===== src/rtl/rx_err_pkg.sv =====
package rx_err_pkg;
  localparam int WORD_W  = 16;
  localparam int CNT_W   = 5;
  localparam int RUN_MAX = 8;

  // write-word bit positions
  localparam int B_WAIT_HI = 15;
  localparam int B_WAIT_LO = 14;
  localparam int B_FS_IGN  = 13;
  localparam int B_FORCE   = 12;
  localparam int B_PARMODE = 9;
  localparam int B_NPCMSEL = 8;

  typedef struct packed {
    logic [1:0] wait_sel;
    logic       fs_ign;
    logic       force_err;
    logic       par_mode;
    logic       src_nonpcm;
  } cfg_t;

  localparam logic [CNT_W-1:0] WAIT_C0 = 5'd3;
  localparam logic [CNT_W-1:0] WAIT_C1 = 5'd24;
  localparam logic [CNT_W-1:0] WAIT_C2 = 5'd12;
  localparam logic [CNT_W-1:0] WAIT_C3 = 5'd6;

  function automatic logic [CNT_W-1:0] wait_target(input logic [1:0] sel);
    unique case (sel)
      2'b00:   return WAIT_C0;
      2'b01:   return WAIT_C1;
      2'b10:   return WAIT_C2;
      default: return WAIT_C3;
    endcase
  endfunction
endpackage


===== src/rtl/rx_err_cfg.sv =====
module rx_err_cfg
  import rx_err_pkg::*;
#(
  parameter int DATA_W = WORD_W
) (
  input  logic              clk_i,
  input  logic              rst_ni,
  input  logic              we_i,
  input  logic [DATA_W-1:0] wdata_i,
  output cfg_t              cfg_o
);
  cfg_t cfg_q;
  logic unused_bits;
  assign unused_bits = ^{wdata_i[11:10], wdata_i[7:0]};

  always_ff @(posedge clk_i or negedge rst_ni) begin
    if (!rst_ni) begin
      cfg_q <= '0;
    end else if (we_i) begin
      cfg_q.wait_sel   <= wdata_i[B_WAIT_HI:B_WAIT_LO];
      cfg_q.fs_ign     <= wdata_i[B_FS_IGN];
      cfg_q.force_err  <= wdata_i[B_FORCE];
      cfg_q.par_mode   <= wdata_i[B_PARMODE];
      cfg_q.src_nonpcm <= wdata_i[B_NPCMSEL];
    end
  end

  assign cfg_o = cfg_q;

  a_r11_cfg_hold: assert property (@(posedge clk_i) disable iff (!rst_ni)
    !we_i |=> $stable(cfg_q));
endmodule


===== src/rtl/rx_err_lock_wait.sv =====
module rx_err_lock_wait #(
  parameter int CNT_W = 5
) (
  input  logic             clk_i,
  input  logic             rst_ni,
  input  logic             lock_i,
  input  logic             restart_i,
  input  logic             blk_i,
  input  logic [CNT_W-1:0] target_i,
  output logic             done_o
);
  logic [CNT_W-1:0] cnt_q;

  always_ff @(posedge clk_i or negedge rst_ni) begin
    if (!rst_ni) begin
      cnt_q <= '0;
    end else if (!lock_i || restart_i) begin
      cnt_q <= '0;
    end else if (blk_i && (cnt_q < target_i)) begin
      cnt_q <= cnt_q + 1'b1;
    end
  end

  assign done_o = (cnt_q >= target_i);

  a_r3_unlock_clears: assert property (@(posedge clk_i) disable iff (!rst_ni)
    !lock_i |=> (cnt_q == '0));
  a_r2_count_hold: assert property (@(posedge clk_i) disable iff (!rst_ni)
    (lock_i && !restart_i && !blk_i) |=> $stable(cnt_q));
endmodule


===== src/rtl/rx_err_par_run.sv =====
module rx_err_par_run #(
  parameter int RUN_MAX = 8,
  localparam int RUN_W  = $clog2(RUN_MAX + 1)
) (
  input  logic clk_i,
  input  logic rst_ni,
  input  logic sub_stb_i,
  input  logic par_err_i,
  input  logic dat_err_i,
  output logic par_q_o,
  output logic dat_q_o,
  output logic persist_o
);
  localparam logic [RUN_W-1:0] RUN_TOP = RUN_W'(RUN_MAX);

  logic [RUN_W-1:0] run_q;
  logic             par_q, dat_q;

  always_ff @(posedge clk_i or negedge rst_ni) begin
    if (!rst_ni) begin
      run_q <= '0;
      par_q <= 1'b0;
      dat_q <= 1'b0;
    end else if (sub_stb_i) begin
      par_q <= par_err_i;
      dat_q <= dat_err_i;
      if (!par_err_i)            run_q <= '0;
      else if (run_q != RUN_TOP) run_q <= run_q + 1'b1;
    end
  end

  assign par_q_o   = par_q;
  assign dat_q_o   = dat_q;
  assign persist_o = (run_q == RUN_TOP);

  a_r9_run_sat: assert property (@(posedge clk_i) disable iff (!rst_ni)
    run_q <= RUN_TOP);
  a_r9_run_clear: assert property (@(posedge clk_i) disable iff (!rst_ni)
    (sub_stb_i && !par_err_i) |=> (run_q == '0));
endmodule


===== src/rtl/rx_err_flag_ctrl.sv =====
module rx_err_flag_ctrl
  import rx_err_pkg::*;
(
  input  logic              clk_i,
  input  logic              rst_ni,
  input  logic              cfg_we_i,
  input  logic [WORD_W-1:0] cfg_wdata_i,
  input  logic              pll_lock_i,
  input  logic              osc_run_i,
  input  logic              blk_start_i,
  input  logic              sub_stb_i,
  input  logic              par_err_i,
  input  logic              dat_err_i,
  input  logic              nonpcm_i,
  input  logic              fs_meas_chg_i,
  input  logic              fs_cs_chg_i,
  output logic              err_o,
  output logic              mute_o
);
  cfg_t cfg;
  logic fs_chg, wait_done, par_q, dat_q, persist;
  logic lock_err, data_err, npcm_err, core_err;

  rx_err_cfg #(.DATA_W(WORD_W)) u_cfg (
    .clk_i   (clk_i),
    .rst_ni  (rst_ni),
    .we_i    (cfg_we_i),
    .wdata_i (cfg_wdata_i),
    .cfg_o   (cfg)
  );

  // measured fs is only trusted while the oscillator runs
  assign fs_chg = !cfg.fs_ign && (fs_cs_chg_i || (osc_run_i && fs_meas_chg_i));

  rx_err_lock_wait #(.CNT_W(CNT_W)) u_wait (
    .clk_i     (clk_i),
    .rst_ni    (rst_ni),
    .lock_i    (pll_lock_i),
    .restart_i (fs_chg),
    .blk_i     (blk_start_i),
    .target_i  (wait_target(cfg.wait_sel)),
    .done_o    (wait_done)
  );

  rx_err_par_run #(.RUN_MAX(RUN_MAX)) u_par (
    .clk_i     (clk_i),
    .rst_ni    (rst_ni),
    .sub_stb_i (sub_stb_i),
    .par_err_i (par_err_i),
    .dat_err_i (dat_err_i),
    .par_q_o   (par_q),
    .dat_q_o   (dat_q),
    .persist_o (persist)
  );

  assign lock_err = !pll_lock_i || !wait_done;
  assign data_err = dat_q || persist || (par_q && (cfg.par_mode || nonpcm_i));
  assign npcm_err = cfg.src_nonpcm && nonpcm_i;
  assign core_err = lock_err || data_err || npcm_err;

  assign mute_o = core_err;
  assign err_o  = core_err || cfg.force_err;

  a_r3_unlock_flag: assert property (@(posedge clk_i) disable iff (!rst_ni)
    !pll_lock_i |-> (err_o && mute_o));
  a_r5_force_flag: assert property (@(posedge clk_i) disable iff (!rst_ni)
    cfg.force_err |-> err_o);
  a_r4_nonpcm_mute: assert property (@(posedge clk_i) disable iff (!rst_ni)
    (cfg.src_nonpcm && nonpcm_i) |-> mute_o);
  a_r1_mute_implies_err: assert property (@(posedge clk_i) disable iff (!rst_ni)
    mute_o |-> err_o);
endmodule


===== config.mk =====
export PLATFORM = sky130hd
export DESIGN_NAME = rx_err_flag_ctrl
export DESIGN_NICKNAME = d
export VERILOG_FILES = /design/src/rtl/rx_err_pkg.sv /design/src/rtl/rx_err_cfg.sv /design/src/rtl/rx_err_lock_wait.sv /design/src/rtl/rx_err_par_run.sv /design/src/rtl/rx_err_flag_ctrl.sv
export SDC_FILE = /design/constraint.sdc
export NUM_CORES = 1
export LEC_CHECK = 0
export CAP_MARGIN = 10
export CORE_MARGIN = 5
export CORE_UTILIZATION = 30
export DETAILED_ROUTE_END_ITERATION = 7
export DONT_BUFFER_PORTS = 1
export MAX_ROUTING_LAYER = met4
export PLACE_DENSITY_LB_ADDON = 0.15
export SYNTH_ARGS = -nofsm -noshare
export SYNTH_HDL_FRONTEND = slang
export SYNTH_HIERARCHICAL = 1
export SYNTH_SLANG_ARGS = --single-unit

===== constraint.sdc =====
create_clock -name clk_i -period 2.7 [get_ports clk_i]
set_input_delay 0.54 -clock clk_i [delete_from_list [all_inputs] [get_ports clk_i]]
set_output_delay 0.54 -clock clk_i [all_outputs]
set_load 0.03 [all_outputs]

# Word level (Yosys, flattened, before mapping)
# Cells that the tools add are included.
dict set report classes {
  eq_ne 5
  n_lt_le_gt_ge 2
  mux 5
  n_reduce_logical 20
  n_addsub 2
}
# operator n
set ops {}
lappend ops {{$pmux 5 s3} 1}
lappend ops {{$mux 5} 2}
lappend ops {{$logic_or 1x1->1} 9}
lappend ops {{$mux 4} 2}
lappend ops {{$add 5x1->5 const B} 1}
lappend ops {{$ge 5x5->1} 1}
lappend ops {{$logic_and 1x1->1} 5}
lappend ops {{$lt 5x5->1} 1}
lappend ops {{$add 4x1->4 const B} 1}
lappend ops {{$eq 4x4->1 const B} 1}
lappend ops {{$ne 4x4->1 const B} 1}
lappend ops {{$logic_not 1->1} 3}
lappend ops {{$eq 2x1->1 const B} 1}
lappend ops {{$eq 2x2->1 const B} 1}
lappend ops {{$logic_not 2->1} 1}
lappend ops {{$ne 2x1->1 const B} 1}
lappend ops {{$reduce_and 2->1} 1}
lappend ops {{$reduce_bool 2->1} 1}
dict set report totals {
  out_inout_bits 2
  regBits 17
  inputBits 28
  wordCells 43
}

# Logic depth before layout (Yosys ltp)
dict set report logic_depth {
  word_depth 8
  ltp_mapped 9
  mapped_depth_nobuf 9
}

# Modules after synthesis
# The synthesis kept the hierarchy.
# mod cells_each instances area_per_inst_um2 seq_area_each_um2
set by_module_without_submodules {}
lappend by_module_without_submodules {rx_err_lock_wait 45 1 406.6 125.1}
lappend by_module_without_submodules {rx_err_par_run 28 1 302.8 150.1}
lappend by_module_without_submodules {rx_err_cfg 13 1 251.5 150.1}
lappend by_module_without_submodules {rx_err_flag_ctrl 16 1 113.9 0.0}

# Least setup slack after synthesis
# Ideal clock, no wire load.
dict set report synth_timing {
  path_type {register to output}
  startpoint {register u_cfg.cfg_q, in the netlist u_cfg/cfg_o[4]}
  endpoint {output mute_o}
  n_path_buf 0
  path_stages_with_launch 10
  path_slack_ns 0.187
  t_arrival_ns 1.973
  t_required_ns 2.160
  cell_sequence {dfrtp_1 -> inv_1 -> ha_1 -> or2_2 -> inv_1 -> ha_1 -> a21oi_2 -> o221ai_1 -> and4bb_1 -> o21ai_0}
}
dict set report synth_between {
  elab_chain_len 7
  word_cells_on_any_way 9
  cone_classes {order compare (1); eq/ne (2); mux (1); reduce/logical (5)}
}
# item line_no
set synth_lines {}
lappend synth_lines {{start, declared} rx_err_cfg.sv:12} ;# cfg_t cfg_q;
lappend synth_lines {{$eq 2x2->1, or another cell as far along} rx_err_pkg.sv:28} ;# unique case (sel)
lappend synth_lines {{$pmux 5 s3 (*)} rx_err_pkg.sv:28}
lappend synth_lines {{$ge 5x5->1 (*)} rx_err_lock_wait.sv:24} ;# assign done_o = (cnt_q >= target_i);
lappend synth_lines {{net wait_done} rx_err_flag_ctrl.sv:21} ;# logic fs_chg, wait_done, par_q, dat_q, persist;
lappend synth_lines {{$logic_not 1->1 (*)} rx_err_flag_ctrl.sv:56} ;# assign lock_err = !pll_lock_i || !wait_done;
lappend synth_lines {{$logic_or 1x1->1 (*)} rx_err_flag_ctrl.sv:56}
lappend synth_lines {{$logic_or 1x1->1 (*) (2 in series)} rx_err_flag_ctrl.sv:59} ;# assign core_err = lock_err || data_err || npcm_err;
lappend synth_lines {{end, declared} rx_err_flag_ctrl.sv:18} ;# output logic mute_o
# The timed path passes the listed nets; every way through them passes the cells marked *.

# Worst setup path in the final report
dict set report layout_timing {
  startpoint {register u_cfg.cfg_q, in the netlist u_cfg/cfg_o[5]}
  endpoint {output err_o}
}
dict set report layout_between {
  elab_chain_len 8
  word_cells_on_any_way 10
  cone_classes {order compare (1); eq/ne (2); mux (1); reduce/logical (6)}
}
# item line_no
set layout_lines {}
lappend layout_lines {{$eq 2x2->1, or another cell as far along} rx_err_pkg.sv:28}
lappend layout_lines {{$pmux 5 s3 (*)} rx_err_pkg.sv:28}
lappend layout_lines {{$ge 5x5->1 (*)} rx_err_lock_wait.sv:24}
lappend layout_lines {{net wait_done} rx_err_flag_ctrl.sv:21}
lappend layout_lines {{$logic_not 1->1 (*)} rx_err_flag_ctrl.sv:56}
lappend layout_lines {{$logic_or 1x1->1 (*)} rx_err_flag_ctrl.sv:56}
lappend layout_lines {{$logic_or 1x1->1 (*) (2 in series)} rx_err_flag_ctrl.sv:59}
lappend layout_lines {{$logic_or 1x1->1 (*)} rx_err_flag_ctrl.sv:62} ;# assign err_o = core_err || cfg.force_err;
lappend layout_lines {{end, declared} rx_err_flag_ctrl.sv:17} ;# output logic err_o,
# Marked as above.

==> run metrics <==
class of the worst hold path primary input to flip-flop; Die Outline Area slightly below 5000 sq um; Final period util 101%; fin util between 40% and 50%; required time at the worst-slack endpoint between 2 and 2.5 ns; violations in the final reports negative setup slack; synthesized instance count slightly above 100; peak clock frequency supported by timing ~0.37 GHz; portion of total power attributed to sequential cells about half; Internal Dissipation 435 uW; post-synth top area share between 30% and 40%; Post-Route Hold Slack approximately 0.35 ns; floorplan row count 21; total of flip-flops plus latches after synthesis 17; endpoint kind of the worst setup timing path primary output; drt first pass iters 4; routed len/inst about 14 um; worst slew margin relative to its limit 46.8%; max-cap violation count 0; Final setup violation count 2; total length of routed wires ~2.3 mm; setup repair after global routing missed its margin yes; Clk Tree Root Cell sky130_fd_sc_hd__clkbuf_4; top-count cell post-synth sky130_fd_sc_hd__dfrtp_1; starting density of the core around a third; vias in the first global route between 800 and 900; cells taking the most area after synthesis sky130_fd_sc_hd__dfrtp_1 (40%), sky130_fd_sc_hd__ha_1 (14%), sky130_fd_sc_hd__mux2_4 (9.8%); time the worst path needs with I/O delays and setup ~2.7 ns; clock insertion delay at the later pin of the skew report approximately 0.29 ns; clock buffer count from CTS 3; Die Wd ~70 um; number of antenna violations at the first check in global routing 0; vias per inst between 4 and 5; Placement Setup Slack 0.162 ns; most used flip-flop cell after synthesis sky130_fd_sc_hd__dfrtp_1; fin. max-slew vios 0; clock network fraction of design power 22.0%; global-route wire length before repair 3.88 mm; worst-path fanout max 4; total grt overflow 0; Startpoint Class flip-flop; count of vias placed by the detailed router around 820; height of the die ~70 um; share of layout cells above drive strength 1 a little over two fifths; share of the yosys chip area belonging to registers ~40%; Residual DRC 0; mean post-synth cell area between 10 and 15 sq um; CP cell instances inv_2, ha_4, inv_1, ha_4, nand4_1, o221ai_1, and4bb_1, o211ai_1, buf_4; ports placed on the boundary 30; final HPWL from detailed placement approximately 1.6 mm; count of flip-flops with a built-in enable after synthesis 0; CTS tree yes; deepest clock path buffer count 2; arrival time of data at the critical path endpoint ~2.2 ns; number of port buffers 0; maximum cell stage delay along the critical path about 0.46 ns; Nets ~160; deepest level of the CTS H-tree 1; layout overhead on the synthesized area 30.2%; Post-Route Skew 0.00746 ns; switching part of the total power between 30% and 40%; Synth top cells by count sky130_fd_sc_hd__dfrtp_1 (17), sky130_fd_sc_hd__inv_1 (13), sky130_fd_sc_hd__ha_1 (12); Most Frequent Cell on Critical Path sky130_fd_sc_hd__ha_4; number of antenna repair diodes 0; post-synthesis instance area between 1000 and 1500 sq um; result of the run finished with violations; LEAKAGE about 0.0006 uW; DRC marker count from the first detailed-route iteration 19; crit path max-delay cell type sky130_fd_sc_hd__dfrtp_2; dominant cell type by area after synthesis sky130_fd_sc_hd__dfrtp_1; number of synthesis warnings 6; Clock Sinks 17; overall global routing resource usage slightly above 10%; number of hold violations in the final report 0; power dissipated by switching net loads around 190 uW; core outline area around 3400 sq um; combinational group share of total power about 29%; clock transition at the registers of the reported paths 0.10 ns; maximum VDD drop between 0.0002 and 0.00025 V; category of the critical setup timing path flip-flop to primary output; transition time of the tightest slew-check pin approximately 0.80 ns; last weighted congestion value of the routability-driven placer roughly 0.77; number of nets produced by synthesis around 140; library cells used by synthesis 31; maximum number of pins on one net before global-route repair 18; asr flop ratio synth 100%; setup slack after layout -0.0248 ns; number of nets still failing antenna checks after routing 0; cell area power density 445 nW/um^2
-- path summary, 6_finish.rpt --
kind | depth (start not counted) | to | from | slack, ns
max in group asynchronous | 1 | u_cfg/cfg_o[5] | rst_ni | 1.38
worst max register to register | 12 | u_wait/cnt_q[3] | u_cfg/cfg_o[5] | 0.16
worst min-delay path | 1 | u_par/par_q_o | sub_stb_i | 0.35
min in group asynchronous | 1 | u_par/par_q_o | rst_ni | 0.77
worst max-delay path | 9 | err_o | u_cfg/cfg_o[5] | -0.02
worst min register to register | 1 | u_cfg/cfg_o[0] | u_cfg/cfg_o[0] | 0.52
-- cell families (layout without fill, tap and decap cells) --
| kind of cell | after synthesis | after routing | share of synthesized area, % |
|---|---|---|---|
| compound gates | 25 | 25 | 16.2 |
| fa+ha+maj | 12 | 12 | 14.0 |
| buf+inv | 15 | 33 | 6.05 |
| flops | 17 | 17 | 39.6 |
| mux | 8 | 8 | 10.8 |
| simple gates | 25 | 25 | 13.4 |
-- cell type report --
class	instances	area [sq um]
Timing Repair Buffer	15	115
Inverter	14	56.3
Tap cell	46	57.6
Clock buffer	4	26.3
Fill cell	308	1990
Sequential cell	17	428
Multi-Input combinational cell	70	716
-- repair_timing --
action                     4_1_cts  5_1_grt
pin swaps                       10       12
setup endpoints to repair        2        7
hold endpoints to repair        17        0
setup buffers                   11        3
resized for setup               15       14
hold buffers                     1        0
-- metrics by stage --
| stage | cells | total power, uW | cell area (sq um) | setup TNS (ns) |
|---|---|---|---|---|
| floorplan | 102 | 399 | 1070 | 0 |
| global placement | 150 | 417 | 1140 | 0 |
| detailed placement | 150 | 421 | 1140 | 0 |
| global route | 166 | 670 | 1400 | -0.275 |
| CTS | 166 | 614 | 1340 | -0.157 |
| finish | 166 | 622 | 1400 | -0.0466 |
-- worst max-delay path: cells and delay by family (launching register included) --
| family | cells | cell delay, ns |
|---|---|---|
| buffers and inverters | 3 | 0.32 |
| flip-flops | 1 | 0.46 |
| AO/OA/AOI/OAI | 2 | 0.26 |
| adder cells (fa/ha/maj) | 2 | 0.54 |
| AND/OR/NAND/NOR | 2 | 0.33 |
-- flip-flops by register name (all words and copies together), names as in the netlist --
register       count
u_par/par_q_o      1
u_par/dat_q_o      1
u_par/run_q        4
u_wait/cnt_q       5
u_cfg/cfg_o        6
-- power by group through the flow --
stage / combinational (uW) / sequential, uW / clock, uW
4_1_cts: 166 / 304 / 144
2_1_floorplan: 99.3 / 300 / 0
6_report: 181 / 305 / 137
3_3_place_gp: 112 / 305 / 0
5_1_grt: 200 / 309 / 161
3_5_place_dp: 116 / 305 / 0
-- cells in the final DEF (no fill, tap or decap), types with 4 or more instances in the layout --
master                    instances
sky130_fd_sc_hd__nand2_1          4
sky130_fd_sc_hd__ha_1             5
sky130_fd_sc_hd__a21oi_1          5
sky130_fd_sc_hd__ha_4             7
sky130_fd_sc_hd__buf_4           14
sky130_fd_sc_hd__inv_2            4
sky130_fd_sc_hd__dfrtp_1         15
sky130_fd_sc_hd__nand3_1          4
sky130_fd_sc_hd__inv_1            8
sky130_fd_sc_hd__mux2_4           7
sky130_fd_sc_hd__o21ai_0          4
-- metal layers --
| metal | GRT usage [%] | vias to the layer above | routed length, um |
|---|---|---|---|
| met2 | 17.9 | 11 | 1240 |
| met4 | 2.55 | 0 | 24 |
| met5 | - | - | 0 |
| met3 | 3.73 | 2 | 75 |
| li1 | - | 404 | - |
| met1 | 11.0 | 401 | 975 |
Power figures use the tool's default switching activity.
